## src/rtl/bca_pkg.sv

```systemverilog
package bca_pkg;
  localparam int LEN_CODE_W = 3;
  localparam logic [LEN_CODE_W-1:0] LC_ONE  = 3'b000;
  localparam logic [LEN_CODE_W-1:0] LC_TWO  = 3'b001;
  localparam logic [LEN_CODE_W-1:0] LC_FOUR = 3'b010;
  localparam logic [LEN_CODE_W-1:0] LC_EIGHT = 3'b011;
  localparam logic [LEN_CODE_W-1:0] LC_PAGE = 3'b111;

  // Width of the in-block offset for a fixed length code
  function automatic int unsigned offset_bits(input logic [LEN_CODE_W-1:0] code);
    case (code)
      LC_TWO:   return 1;
      LC_FOUR:  return 2;
      LC_EIGHT: return 3;
      default:  return 0;
    endcase
  endfunction
endpackage

```

## src/rtl/bca_len_decode.sv

```systemverilog
module bca_len_decode
  import bca_pkg::*;
#(
  parameter int COL_W = 9
) (
  input  logic [LEN_CODE_W-1:0] len_code,
  input  logic                  interleave,
  output logic [COL_W-1:0]      blk_mask,
  output logic                  full_page,
  output logic                  seq_order
);
  localparam int MAX_OFF = (COL_W < 3) ? COL_W : 3;

  logic [COL_W-1:0] fixed_mask;

  // One mask bit per offset position, up to the eight-beat block
  for (genvar b = 0; b < COL_W; b++) begin : g_mask
    if (b < MAX_OFF) begin : g_low
      assign fixed_mask[b] = (offset_bits(len_code) > b);
    end else begin : g_high
      assign fixed_mask[b] = 1'b0;
    end
  end

  always_comb begin
    full_page = (len_code == LC_PAGE);
    blk_mask  = full_page ? {COL_W{1'b1}} : fixed_mask;
    seq_order = full_page | ~interleave;
  end
endmodule

```

## src/rtl/bca_beat_ctrl.sv

```systemverilog
module bca_beat_ctrl #(
  parameter int COL_W = 9
) (
  input  logic             clk,
  input  logic             rst_n,
  input  logic             start,
  input  logic             stop,
  input  logic [COL_W-1:0] start_col,
  input  logic [COL_W-1:0] mask_in,
  input  logic             full_in,
  input  logic             seq_in,
  output logic             active,
  output logic [COL_W-1:0] base_q,
  output logic [COL_W-1:0] beat_q,
  output logic [COL_W-1:0] mask_q,
  output logic             full_q,
  output logic             seq_q,
  output logic             at_end
);
  // A fixed burst ends when the beat count reaches the in-block mask
  assign at_end = active & ~full_q & (beat_q == mask_q);

  always_ff @(posedge clk or negedge rst_n) begin
    if (!rst_n) begin
      active <= 1'b0;
      base_q <= '0;
      beat_q <= '0;
      mask_q <= '0;
      full_q <= 1'b0;
      seq_q  <= 1'b1;
    end else if (start) begin
      active <= 1'b1;
      base_q <= start_col;
      beat_q <= '0;
      mask_q <= mask_in;
      full_q <= full_in;
      seq_q  <= seq_in;
    end else if (stop || at_end) begin
      active <= 1'b0;
    end else if (active) begin
      beat_q <= beat_q + 1'b1;
    end
  end
endmodule

```

## src/rtl/bca_addr_mix.sv

```systemverilog
module bca_addr_mix #(
  parameter int COL_W = 9
) (
  input  logic [COL_W-1:0] base,
  input  logic [COL_W-1:0] beat,
  input  logic [COL_W-1:0] mask,
  input  logic             seq,
  output logic [COL_W-1:0] col
);
  logic [COL_W-1:0] sum;
  logic [COL_W-1:0] flip;

  assign sum  = base + beat;
  assign flip = base ^ beat;

  // Bits inside the block follow the order, bits above it keep the base
  for (genvar b = 0; b < COL_W; b++) begin : g_bit
    assign col[b] = mask[b] ? (seq ? sum[b] : flip[b]) : base[b];
  end
endmodule

```

## src/rtl/bca_col_gen.sv

```systemverilog
module bca_col_gen
  import bca_pkg::*;
#(
  parameter int COL_W = 9
) (
  input  logic                  clk,
  input  logic                  rst_n,
  input  logic                  start,
  input  logic                  stop,
  input  logic [COL_W-1:0]      start_col,
  input  logic [LEN_CODE_W-1:0] len_code,
  input  logic                  interleave,
  output logic [COL_W-1:0]      col_out,
  output logic                  col_valid,
  output logic                  col_last
);
  logic [COL_W-1:0] dec_mask;
  logic             dec_full;
  logic             dec_seq;
  logic             run_q;
  logic [COL_W-1:0] base_q;
  logic [COL_W-1:0] beat_q;
  logic [COL_W-1:0] blk_mask;
  logic             fp_q;
  logic             seq_q;
  logic             end_beat;

  bca_len_decode #(.COL_W(COL_W)) u_dec (
    .len_code  (len_code),
    .interleave(interleave),
    .blk_mask  (dec_mask),
    .full_page (dec_full),
    .seq_order (dec_seq)
  );

  bca_beat_ctrl #(.COL_W(COL_W)) u_ctrl (
    .clk      (clk),
    .rst_n    (rst_n),
    .start    (start),
    .stop     (stop),
    .start_col(start_col),
    .mask_in  (dec_mask),
    .full_in  (dec_full),
    .seq_in   (dec_seq),
    .active   (run_q),
    .base_q   (base_q),
    .beat_q   (beat_q),
    .mask_q   (blk_mask),
    .full_q   (fp_q),
    .seq_q    (seq_q),
    .at_end   (end_beat)
  );

  bca_addr_mix #(.COL_W(COL_W)) u_mix (
    .base(base_q),
    .beat(beat_q),
    .mask(blk_mask),
    .seq (seq_q),
    .col (col_out)
  );

  assign col_valid = run_q;
  assign col_last  = end_beat;
endmodule

```

## config.mk

```make
export PLATFORM = sky130hd
export DESIGN_NAME = bca_col_gen
export DESIGN_NICKNAME = d
export VERILOG_FILES = /design/src/rtl/bca_pkg.sv /design/src/rtl/bca_len_decode.sv /design/src/rtl/bca_beat_ctrl.sv /design/src/rtl/bca_addr_mix.sv /design/src/rtl/bca_col_gen.sv
export SDC_FILE = /design/constraint.sdc
export NUM_CORES = 1
export LEC_CHECK = 0
export BUFFER_PORTS_ARGS = -buffer_cell sky130_fd_sc_hd__clkbuf_2
export CAP_MARGIN = 10
export CORE_MARGIN = 2
export CORE_UTILIZATION = 40
export CTS_CLUSTER_SIZE = 30
export DETAILED_ROUTE_END_ITERATION = 8
export PLACE_DENSITY_LB_ADDON = 0.12
export SYNTH_ARGS = -nofsm -noshare
export SYNTH_HDL_FRONTEND = slang
export SYNTH_SLANG_ARGS = --single-unit
```

## constraint.sdc

```tcl
create_clock -name clk -period 2.69 [get_ports clk]
set_clock_uncertainty 0.15 [all_clocks]
set_input_delay 0.1345 -clock clk [delete_from_list [all_inputs] [get_ports clk]]
set_output_delay 0.1345 -clock clk [all_outputs]
set_load 0.05 [all_outputs]
```

==> metrics.txt <==
Setup TNS 0 ps; final hold viol count 0; HP Class in2reg; min-delay src len_code[2]; htree depth 1; Seq/Total Area, Yosys 0.3836; Cell Pwr Density between 500 and 600 nW/um2; IO Pins 28; detailed-route wire length per cell 13.69 um; DRT antenna net count 0; die extent in y 66.63 um; global-route wire length before repair 6.099 mm; Core Area roughly 3700 um2; total power draw about 1100 uW; top post-synthesis cells by count 23 x dfrtp_1, 19 x nor2_1, 11 x mux2_2; drt drc 0; Yosys top cell area share 0.3668; Placer Congestion around 0.79; DP HPWL 2.463 mm; fmax around 380 MHz; Worst VDD drop approximately 0.00032 V; Worst EP arrival 2340 ps; Synth Area in Compound Gates 0.1746; port bufs 27; Yosys warning count 0; clock latency on the worst-skew pair 270 ps; CTS Buffer Depth 2; most instantiated library cell after synthesis dfrtp_1; Max transition margin 0.5919; required time worst endpoint roughly 2400 ps; Clock transition at path regs about 90 ps; Die Width about 67 um; async set-reset flop share out of synthesis 1.000; Synth Area in Simple Gates 0.1372; via/cell ratio ~5.4; Reg2Reg Depth 7; Avg Cell Area, Syn slightly below 10 um2; combinational family with the most area after synthesis compound AO/OA/AOI/OAI gates; worst setup path class reg2out; CTS tree done; Rows 22; vias in the first global route between 1000 and 1500; largest net degree at the start of global routing 28; status completed; XOR/XNOR Fraction of Synth Area 0.08373; layout cells sized above 1 0.2950; Initial Util 0.4222; Tmin final 2629 ps; Final Max Slew Viols 0; final setup fails 0; Syn Nets approximately 190; final worst path period share 0.9772; worst r2r src u_ctrl.beat_q[1]; initial antenna violation count 0; full die area ~4400 um2; Setup crit start u_ctrl.base_q[0]; gr ovfl total 0; TritonCTS Buffers 3; #FFs+latches synth 24; CTS Sinks 24; vias about 1300; max-cap viol count 0; post-synthesis cell count 158; mux share of post-synthesis cell area 0.1045; clock root buffer clkbuf_8; nets roughly 230; Worst setup SP type flop; Top FF cell, synth dfrtp_1; adder-cell share of the synthesized area 0.09091; Detailed Route WL around 3.4 mm; largest cells by area after synthesis dfrtp_1 37%, mux2_2 7.9%, ha_1 7.2%; Hold Path Stages 3; RSZ-0062 raised after global routing yes; Slew @ Worst Pin just over 600 ps; drt first pass iters 4; synth unique cells 40; Mapped Area ~1600 um2; crit end category output pin; drt initial violations 34; Leak roughly 0.00091 uW; Tot GR Track Use 0.1810; Post-synth EDFFs 0; P&R area growth vs syn 27.83%; Worst Path Max Fanout 3; diodes inserted 0; Yosys top cell by area dfrtp_1
==> final timing paths <==
| path | to | slack [ps] |
|---|---|---|
| worst max-delay path | col_out[8] | 60 |
| worst min-delay path | u_ctrl.seq_q | 6 |
| worst max register to register | u_ctrl.beat_q[8] | 820 |
| worst min register to register | u_ctrl.base_q[3] | 400 |
| max in group asynchronous | u_ctrl.mask_q[7] | 1740 |
| min in group asynchronous | u_ctrl.mask_q[0] | 250 |
==> through the flow <==
stage | worst slack (ps) | hold WS [ps] | util | std cells | instance area [um2]
final | 61.22 | 6.493 | 0.5397 | 248 | 2006
after global routing | -68.72 | 39.23 | 0.5397 | 248 | 2006
after CTS | 11.69 | 5.144 | 0.5347 | 247 | 1987
after detailed placement | 54.87 | 25.71 | 0.4798 | 232 | 1783
after global placement | 92.23 | 24.55 | 0.4798 | 232 | 1783
after floorplan | 4.472 | -311.1 | - | 158 | 1583
==> sequential cells by signal (all words and copies together) (netlist names) <==
register and count:
u_ctrl.active 1, u_ctrl.base_q 9, u_ctrl.beat_q 9, u_ctrl.mask_q 4, u_ctrl.seq_q 1
==> critical path, stage by stage, from the launching register on <==
cell,delay (ps)
dfrtp_1,400
ha_2,220
fa_2,370
a211oi_2,270
o21ai_1,110
nand2_1,110
mux2i_2,250
xor2_2,180
buf_8,160
==> routing by layer <==
metal,wire (um),up-vias,share of wire,GRT usage
li1,-,654,-,-
met1,1532,651,0.45,0.2190
met2,1723,21,0.51,0.3225
met3,83,5,0.024,0.02534
met4,57,0,0.017,0.06888
met5,0,-,0,0
==> what timing repair did <==
item,4_1_cts,5_1_grt
gates resized for setup,6,11
gates cloned,0,0
buffers inserted,0,1
hold buffers,11,0
endpoints found under the hold margin,33,0
pin swaps,1,2
setup endpoints to repair,2,4
==> final cells by class <==
cell class | count | area (um2)
Sequential cell | 24 | 601.8
Clock buffer | 3 | 41.29
Inverter | 6 | 22.52
Fill cell | 362 | 1710
Timing Repair Buffer | 42 | 294.0
Clock inverter | 1 | 30.03
Multi-Input combinational cell | 124 | 955.9
Tap cell | 48 | 60.06
==> where the power goes <==
group	internal, uW	switching (uW)
Sequential	387	29.9
Clock	199	124
Combinational	122	198
==> cells by family (layout without fill, tap and decap cells) <==
| group | Yosys count | count (layout) |
|---|---|---|
| AO/OA/AOI/OAI | 38 | 38 |
| XOR/XNOR | 15 | 15 |
| adder cells (fa/ha/maj) | 11 | 11 |
| buffers and inverters | 10 | 52 |
| flip-flops | 24 | 24 |
| multiplexers | 15 | 15 |
| AND/OR/NAND/NOR | 45 | 45 |
==> layout by cell type (no fill, tap or decap), drive strengths merged, types with 3 or more instances in the layout <==
cell type / synthesis / layout
nand2: 5 / 5
and3: 3 / 3
xnor2: 8 / 8
nor3: 4 / 4
mux2: 11 / 11
a2111oi: 3 / 3
o211ai: 5 / 5
xor2: 7 / 7
dfrtp: 23 / 23
nand3: 4 / 4
ha: 9 / 9
dlygate4sd3: 0 / 11
mux2i: 4 / 4
nor2: 19 / 19
a31oi: 4 / 4
or3: 3 / 3
buf: 2 / 8
a21oi: 8 / 8
o21ai: 11 / 11
inv: 6 / 6
clkbuf: 2 / 26
Power figures use the tool's default switching activity.
